==> src/rtl/dma_ag_pkg.sv <==
// Package dma_ag_pkg
// Shared widths and byte-lane codes for the DMA address sequencer.
// Assumes a two-lane (16-bit) data path.
package dma_ag_pkg;

    localparam int LANES = 2;

    typedef enum logic [LANES-1:0] {
        LANE_LOW  = 2'b01,
        LANE_HIGH = 2'b10,
        LANE_BOTH = 2'b11
    } lane_sel_t;

    // Lane select for a byte transfer from its address bit 0
    function automatic lane_sel_t byte_lane(input logic odd);
        return odd ? LANE_HIGH : LANE_LOW;
    endfunction

endpackage

==> src/rtl/dma_ag_ctr.sv <==
// Module dma_ag_ctr
// Base/current register pair with a single-unit stepping counter.
// The load writes both copies and wins over reload and step.
// A reload copies base into current. The step counts up (DOWN=0) or
// down (DOWN=1) and wraps modulo 2**W.
// Assumes reload and step come from the same acknowledged transfer.
module dma_ag_ctr #(
    parameter int W    = 16,
    parameter bit DOWN = 1'b0
) (
    input  logic         clk,
    input  logic         rst_n,
    input  logic         ld,
    input  logic [W-1:0] ld_val,
    input  logic         reload,
    input  logic         step,
    output logic [W-1:0] cur,
    output logic         at_zero
);

    localparam logic [W-1:0] ONE = {{(W-1){1'b0}}, 1'b1};

    logic [W-1:0] base_q;
    logic [W-1:0] cur_q;
    logic [W-1:0] stepped;

    // Next value for one step in the configured direction
    generate
        if (DOWN) begin : g_down
            always_comb stepped = cur_q - ONE;
        end else begin : g_up
            always_comb stepped = cur_q + ONE;
        end
    endgenerate

    // Base copy: changes only on an explicit load
    always_ff @(posedge clk) begin
        if (!rst_n)  base_q <= '0;
        else if (ld) base_q <= ld_val;
    end

    // Current copy: load, then reload, then step
    always_ff @(posedge clk) begin
        if (!rst_n)      cur_q <= '0;
        else if (ld)     cur_q <= ld_val;
        else if (reload) cur_q <= base_q;
        else if (step)   cur_q <= stepped;
    end

    assign cur     = cur_q;
    assign at_zero = (cur_q == '0);

endmodule

==> src/rtl/dma_ag_map.sv <==
// Module dma_ag_map
// Forms the physical byte address and the lane enables from the page and
// the current transfer address. It holds no state.
// WORD_MODE=0: address used as is, page fully used, one lane.
// WORD_MODE=1: address shifted by one, page bit 0 dropped, both lanes.
module dma_ag_map
    import dma_ag_pkg::*;
#(
    parameter int ADDR_W    = 16,
    parameter int PAGE_W    = 8,
    parameter bit WORD_MODE = 1'b0,
    localparam int PHYS_W   = ADDR_W + PAGE_W
) (
    input  logic [PAGE_W-1:0] page,
    input  logic [ADDR_W-1:0] addr,
    output logic [PHYS_W-1:0] phys,
    output logic [LANES-1:0]  lanes
);

    generate
        if (WORD_MODE) begin : g_word
            logic page_lsb_unused;
            // Word layout: the unit address lands one bit up
            always_comb begin
                phys  = {page[PAGE_W-1:1], addr, 1'b0};
                lanes = LANE_BOTH;
            end
            assign page_lsb_unused = page[0];
        end else begin : g_byte
            // Byte layout: page sits directly above the address
            always_comb begin
                phys  = {page, addr};
                lanes = byte_lane(addr[0]);
            end
        end
    endgenerate

endmodule

==> src/rtl/dma_addr_gen.sv <==
// Module dma_addr_gen
// Address and count sequencer for one DMA channel.
// Assumes xfer_ack is a single-cycle strobe per bus transfer, and that
// register decoding and arbitration happen outside this block.
// The 16-bit address never carries into the page register.
module dma_addr_gen
    import dma_ag_pkg::*;
#(
    parameter int ADDR_W    = 16,
    parameter int CNT_W     = 16,
    parameter int PAGE_W    = 8,
    parameter bit WORD_MODE = 1'b0,
    localparam int PHYS_W   = ADDR_W + PAGE_W
) (
    input  logic              clk,
    input  logic              rst_n,
    input  logic              addr_ld,
    input  logic [ADDR_W-1:0] addr_val,
    input  logic              cnt_ld,
    input  logic [CNT_W-1:0]  cnt_val,
    input  logic              page_wr,
    input  logic [PAGE_W-1:0] page_in,
    input  logic              auto_init,
    input  logic              mask_clr,
    input  logic              xfer_ack,
    output logic [PHYS_W-1:0] phys_addr,
    output logic [LANES-1:0]  byte_en,
    output logic              tc,
    output logic              mask
);

    logic [PAGE_W-1:0] page_q;
    logic [ADDR_W-1:0] cur_addr;
    logic [CNT_W-1:0]  cur_cnt;
    logic              cnt_zero;
    logic              addr_zero_unused;
    logic              go;
    logic              last;
    logic              reload;
    logic              mask_q;
    logic              tc_q;

    // Transfer qualifier and terminal-count decode
    always_comb begin
        go     = xfer_ack && !mask_q;
        last   = go && cnt_zero;
        reload = last && auto_init;
    end

    // Page register: written on its own, never touched by the counter
    always_ff @(posedge clk) begin
        if (!rst_n)       page_q <= '0;
        else if (page_wr) page_q <= page_in;
    end

    // Channel mask: set by terminal count without auto-init, cleared on request
    always_ff @(posedge clk) begin
        if (!rst_n)                  mask_q <= 1'b1;
        else if (last && !auto_init) mask_q <= 1'b1;
        else if (mask_clr)           mask_q <= 1'b0;
    end

    // Terminal-count pulse, one cycle after the final transfer
    always_ff @(posedge clk) begin
        if (!rst_n) tc_q <= 1'b0;
        else        tc_q <= last;
    end

    dma_ag_ctr #(
        .W    (ADDR_W),
        .DOWN (1'b0)
    ) u_addr (
        .clk     (clk),
        .rst_n   (rst_n),
        .ld      (addr_ld),
        .ld_val  (addr_val),
        .reload  (reload),
        .step    (go),
        .cur     (cur_addr),
        .at_zero (addr_zero_unused)
    );

    dma_ag_ctr #(
        .W    (CNT_W),
        .DOWN (1'b1)
    ) u_cnt (
        .clk     (clk),
        .rst_n   (rst_n),
        .ld      (cnt_ld),
        .ld_val  (cnt_val),
        .reload  (reload),
        .step    (go),
        .cur     (cur_cnt),
        .at_zero (cnt_zero)
    );

    dma_ag_map #(
        .ADDR_W    (ADDR_W),
        .PAGE_W    (PAGE_W),
        .WORD_MODE (WORD_MODE)
    ) u_map (
        .page  (page_q),
        .addr  (cur_addr),
        .phys  (phys_addr),
        .lanes (byte_en)
    );

    assign tc   = tc_q;
    assign mask = mask_q;

endmodule

==> config.mk <==
export PLATFORM = sky130hd
export DESIGN_NAME = dma_addr_gen
export DESIGN_NICKNAME = d
export VERILOG_FILES = /design/src/rtl/dma_ag_pkg.sv /design/src/rtl/dma_ag_ctr.sv /design/src/rtl/dma_ag_map.sv /design/src/rtl/dma_addr_gen.sv
export SDC_FILE = /design/constraint.sdc
export NUM_CORES = 1
export LEC_CHECK = 0
export ABC_AREA = 1
export BUFFER_PORTS_ARGS = -buffer_cell sky130_fd_sc_hd__buf_4
export CORE_ASPECT_RATIO = 0.9
export CORE_MARGIN = 2
export CORE_UTILIZATION = 55
export CTS_BUF_LIST = sky130_fd_sc_hd__clkbuf_8
export DETAILED_ROUTE_END_ITERATION = 10
export HOLD_SLACK_MARGIN = 0.08
export PLACE_DENSITY = 0.88
export REMOVE_ABC_BUFFERS = 1
export SYNTH_ARGS = -nofsm -noshare
export SYNTH_HDL_FRONTEND = slang
export SYNTH_SLANG_ARGS = --single-unit
==> constraint.sdc <==
create_clock -name clk -period 3.35 [get_ports clk]
set_clock_uncertainty 0.05 [all_clocks]
set_input_delay 0.1675 -clock clk [delete_from_list [all_inputs] [get_ports clk]]
set_output_delay 0.1675 -clock clk [all_outputs]
set_load 0.1 [all_outputs]
Word level (Yosys, flattened, before mapping)
Cells that the tools add are included.
Widths: inputs -> output; s select.
{ "totals": {"register_bits": 74, "input_bits": 48, "output_inout_bits": 28, "elab_cells": 27} }
{ "op_classes": {"addsub": 2, "mux": 7, "n_bitwise": 1, "reduce_logical": 10} }
{ "op_table": {"columns": ["operator", "count"], "rows": [
  ["$mux 16", 6],
  ["$add 16x1->16 const B", 1],
  ["$logic_not 16->1", 1],
  ["$sub 16x1->16 const B", 1],
  ["$reduce_bool 3->1", 2],
  ["$logic_and 1x1->1", 4],
  ["$logic_not 1->1", 2],
  ["$mux 2", 1],
  ["$reduce_or 2->1", 1],
  ["$not 1->1", 1]
]} }

Logic depth before layout (Yosys ltp)
{ "depth": {"depth_word": 6, "mapped_depth": 10, "depth_no_buf": 10} }

Cells and area by module
A second synthesis with hierarchy kept.
{ "unflattened": {"hier_cells": 604, "hier_area_um2": 4093.9} }
{ "modules_own_cells": {"columns": ["mod", "n_inst", "cells_per_inst", "area_per_inst_um2", "seq_area_each_um2"], "rows": [
  ["dma_ag_ctr at u_addr", 1, 261, 1778.0, 640.6],
  ["dma_ag_ctr at u_cnt", 1, 270, 1773.0, 640.6],
  ["dma_addr_gen", 1, 47, 351.6, 200.2],
  ["dma_ag_map", 1, 26, 191.4, 0.0]
]} }

Least setup slack after synthesis
OpenSTA, ideal clock, no wires.
{ "synth_path": {"path_type": "register to register", "start": "register u_addr.cur_q[0] (netlist: u_addr.cur[0])", "end": "register u_addr.cur_q[10] (netlist: u_addr.cur[10])", "setup_ps": 122, "arrival_time_ps": 2168, "t_required_ps": 3178, "setup_slack_ps": 1010, "stages_incl_launch_ff": 11, "path_buffers": 0, "period_less_slack_ps": 2340, "cell_sequence": "dfxtp_1 > ha_1 > nand2_1 > nor2_1 > nand2_1 > nor2_1 > nand2_1 > nand2_1 > nand2_1 > nand2_1 > a21oi_1"} }
{ "synth_via": {"elab_chain_cells": 4} }
{ "synth_rtl": {"columns": ["element", "line", "rtl"], "rows": [
  ["from (decl)", "dma_ag_ctr.sv:24", "logic [W-1:0] cur_q;"],
  ["from (signal assigned)", "dma_ag_ctr.sv:45", "else if (ld) cur_q <= ld_val;"],
  ["from (signal assigned)", "dma_ag_ctr.sv:46", "else if (reload) cur_q <= base_q;"],
  ["from (signal assigned)", "dma_ag_ctr.sv:47", "else if (step) cur_q <= stepped;"],
  ["$add 16x1->16", "dma_ag_ctr.sv:32", "always_comb stepped = cur_q + ONE;"],
  ["$mux 16", "dma_ag_ctr.sv:47", null],
  ["$mux 16", "dma_ag_ctr.sv:46", null],
  ["$mux 16", "dma_ag_ctr.sv:45", null]
]} }
Every way passes these cells. The select of a mux whose other input is x is not followed.
A chain may end at the register's enable or synchronous reset.

Worst setup path after layout
{ "layout_path": {"start": "register u_cnt.cur_q[0] (netlist: u_cnt.cur[0])", "end": "register mask_q (netlist: mask)"} }
{ "layout_via": {"elab_chain_cells": 4} }
{ "layout_rtl": {"columns": ["element", "line", "rtl"], "rows": [
  ["from (decl)", "dma_ag_ctr.sv:24", null],
  ["from (signal assigned)", "dma_ag_ctr.sv:45", null],
  ["from (signal assigned)", "dma_ag_ctr.sv:46", null],
  ["from (signal assigned)", "dma_ag_ctr.sv:47", null],
  ["$logic_not 16->1", "dma_ag_ctr.sv:51", "assign at_zero = (cur_q == '0);"],
  ["$logic_and 1x1->1", "dma_addr_gen.sv:46", "last = go && cnt_zero;"],
  ["$logic_and 1x1->1", "dma_addr_gen.sv:59", "else if (last && !auto_init) mask_q <= 1'b1;"],
  ["$reduce_or 2->1 (no line)", null, null],
  ["to (signal assigned)", "dma_addr_gen.sv:58", "if (!rst_n) mask_q <= 1'b1;"],
  ["to (signal assigned)", "dma_addr_gen.sv:59", null],
  ["to (signal assigned)", "dma_addr_gen.sv:60", "else if (mask_clr) mask_q <= 1'b0;"],
  ["to (decl)", "dma_addr_gen.sv:40", "logic mask_q;"]
]} }
Every way passes these cells.

==> reports/results.tsv <==
metric	value	unit
status	finished, final reports clean	
Post-synth EDFFs	0	
unrepaired setup endpoints after global routing	no	
antenna cells	0	
worst path arrival time	2.39	ns
Non-Filler Instances	787	
largest net degree at the start of global routing	42	
vias per cell	5.403	
fin nets	739	
CTS tree	yes	
core area	6967	um2
die area	7805	um2
Setup TNS Final	0	ns
GRT Overall Usage	28.80	%
max_cap viols	0	
CP required	3.59	ns
worst slew pin tran	0.6104	ns
Warnings, synthesis	0	
most frequent cells after synthesis	nand2_1, dfxtp_1, a21oi_1	
Skew-Pair Late Insertion Delay	0.35	ns
CTS Sinks	74	
final worst path period share	64.25	%
TritonCTS Buffers	9	
Critical Path Stages	9	
fraction of layout cells with a size suffix above 1	18.73	%
Final Power	2.378	mW
# DRC	0	
H-tree Lvls	3	
GP Congestion	0.9068	
Async SR Flop Fraction	0	%
register area share after synthesis	37.86	%
Crit Path Class	reg2reg	
hpwl dp	6.755	mm
Hold Vio Cnt, Final	0	
die width	92.91	um
clock root buffer	clkbuf_8	
Mean Syn Cell Area	6.711	um2
Port Buffer Count	75	
row count	29	
Yosys top cell by area	dfxtp_1	
Initial Utilization	56.16	%
iteration-0 DRC count of the detailed router	385	
DIE HEIGHT	84.02	um
Vias	4252	
clock buffer depth	2	
share of the synthesized area in the top cell type	37.86	%
relative slew slack	59.26	%
CP Capture Type	flop	
post-cts sizing count	0	
Gate Count Post-Synth	583	
sum of buffers and inverters on the critical path	2	
total placed cells including tap cells	728	
Leak	2.293	nW
routed wire length	10.88	mm
most frequent cell after synthesis	nand2_1	
remaining antenna violation count	0	
number of fill cells in the layout	557	
achievable frequency	0.4646	GHz
final setup vio count	0	
CP cell instances	inv_1, ha_1, nand2_4, nor3_4, nand3b_1, nor2_1, nand2_1, o21ai_1, dlygate4sd3_1	
Layout area overhead	30.38	%
initial antenna violation count	0	
fin. max-slew vios	0	
Register-to-Register Path Depth	9	
HP Class	in2reg	
startpoint types	flop	
CP endpoint	mask	
Max stage delay on crit path	0.56	ns
number of synthesized register bits	74	
DR pass1 iterations	6	
Pwr Density	466.3	nW/um2
crit-path max FO	5	
synth top area cells	dfxtp_1, nand2_1, a21oi_1, nor2_1, o21ai_0	
CTS clk-pin slew, worst paths	0.08	ns
peak supply drop	0.4013	mV
Crit. Startpoint	u_cnt.cur[0]	
worst r2r dst	mask	
fin crit period	2.152	ns
grt ovf	0	
Post-Syn Area	3913	um2
Top FF cell, synth	dfxtp_1	
reg2reg setup slack	1.20	ns
worst r2r src	u_cnt.cur[0]	
Ports	76	
Hold Slack	0.09391	ns
routed len/inst	13.82	um
Top delay family on crit path	simple AND/OR/NAND/NOR gates	
global-route wire length before repair	18.44	mm
Critical-path top delay cell	dlygate4sd3_1	
number of unique standard cell types used by synthesis	32	
vias in the first global route	4134	
[power breakdown]
group / internal [mW] / switching [mW]
logic: 0.216 / 0.450
clock network: 0.364 / 0.348
registers: 0.942 / 0.0579
total: 1.52 / 0.856
[worst min-delay path by stage]
stage	start	endpoint	slack, ns	cells past startpoint
after floorplan	auto_init	mask	0.21	1
after global placement	page_in[7]	page_q[7]	0.34	3
after detailed placement	page_in[2]	page_q[2]	0.34	3
after CTS	page_wr	page_q[2]	0.08	3
after global routing	page_wr	page_q[5]	0.12	3
final	page_wr	page_q[2]	0.09	3
[final cells by class]
cell class	count	area [um2]	share of cell area [%]
multi-input combinational	446	2145	42.04
sequential	74	1481	29.04
timing repair buffer	121	1016	19.92
inverter	37	138.9	2.723
clock buffer	10	137.6	2.698
tap	93	116.4	2.281
clock inverter	6	66.31	1.300
[registers in the layout, summed over array words and instances, names as in the netlist]
| name | flops |
|---|---|
| mask | 1 |
| u_addr.cur | 16 |
| u_cnt.base_q | 16 |
| page_q | 8 |
| u_cnt.cur | 16 |
| tc | 1 |
| u_addr.base_q | 16 |
[tightest hold or removal path: stages]
cell     delay, ns
buf_4         0.13
o21ai_0       0.09
nor2_1        0.07
[repair_timing]
item | in CTS | in global routing
hold buffers | 43 | 0
setup endpoints to repair | 0 | 0
buffers inserted | 0 | 0
endpoints found under the hold margin | 62 | 0
[layer usage]
layer  global-route usage [%]  up-vias  share of wire, %
met3                    5.691       19               6.7
li1                         -     2105                 -
met1                    36.00     1962                43
met4                    10.29        0               1.6
met2                    49.08      166                49
met5                        0        -                 0
[placed cells by master (no fill, tap or decap), types with 4 or more instances in the layout]
cell / instances
nor2_4: 5
nand3_1: 37
xor2_1: 8
buf_4: 78
nand2_1: 166
nor2_2: 10
nand4_1: 5
xnor2_1: 4
a21oi_2: 6
nor2_1: 68
clkbuf_8: 10
inv_1: 32
o21ai_0: 43
a21oi_1: 73
dlygate4sd3_1: 43
dfxtp_1: 74
[per-stage QoR]
step / cell area (um2) / setup WS [ns] / utilization [%]
after CTS: 5101 / 1.250 / 73.22
after detailed placement: 4467 / 1.328 / 64.12
after global routing: 5101 / 1.111 / 73.22
final: 5101 / 1.198 / 73.22
after global placement: 4467 / 1.415 / 64.12
after floorplan: 3765 / 0.2976 / -
[logic make-up (layout without fill, tap and decap cells)]
| logic type | after synthesis | in the layout | synth area share, % |
|---|---|---|---|
| xor gates and xnor gates | 12 | 12 | 2.686 |
| buffers and inverters | 63 | 174 | 7.323 |
| AOI/OAI and AO/OA | 126 | 126 | 16.98 |
| DFF | 74 | 74 | 37.86 |
| adders and majority gates | 2 | 2 | 0.6395 |
| and+or+nand+nor | 306 | 306 | 34.51 |
(Power assumes the default switching activity.)
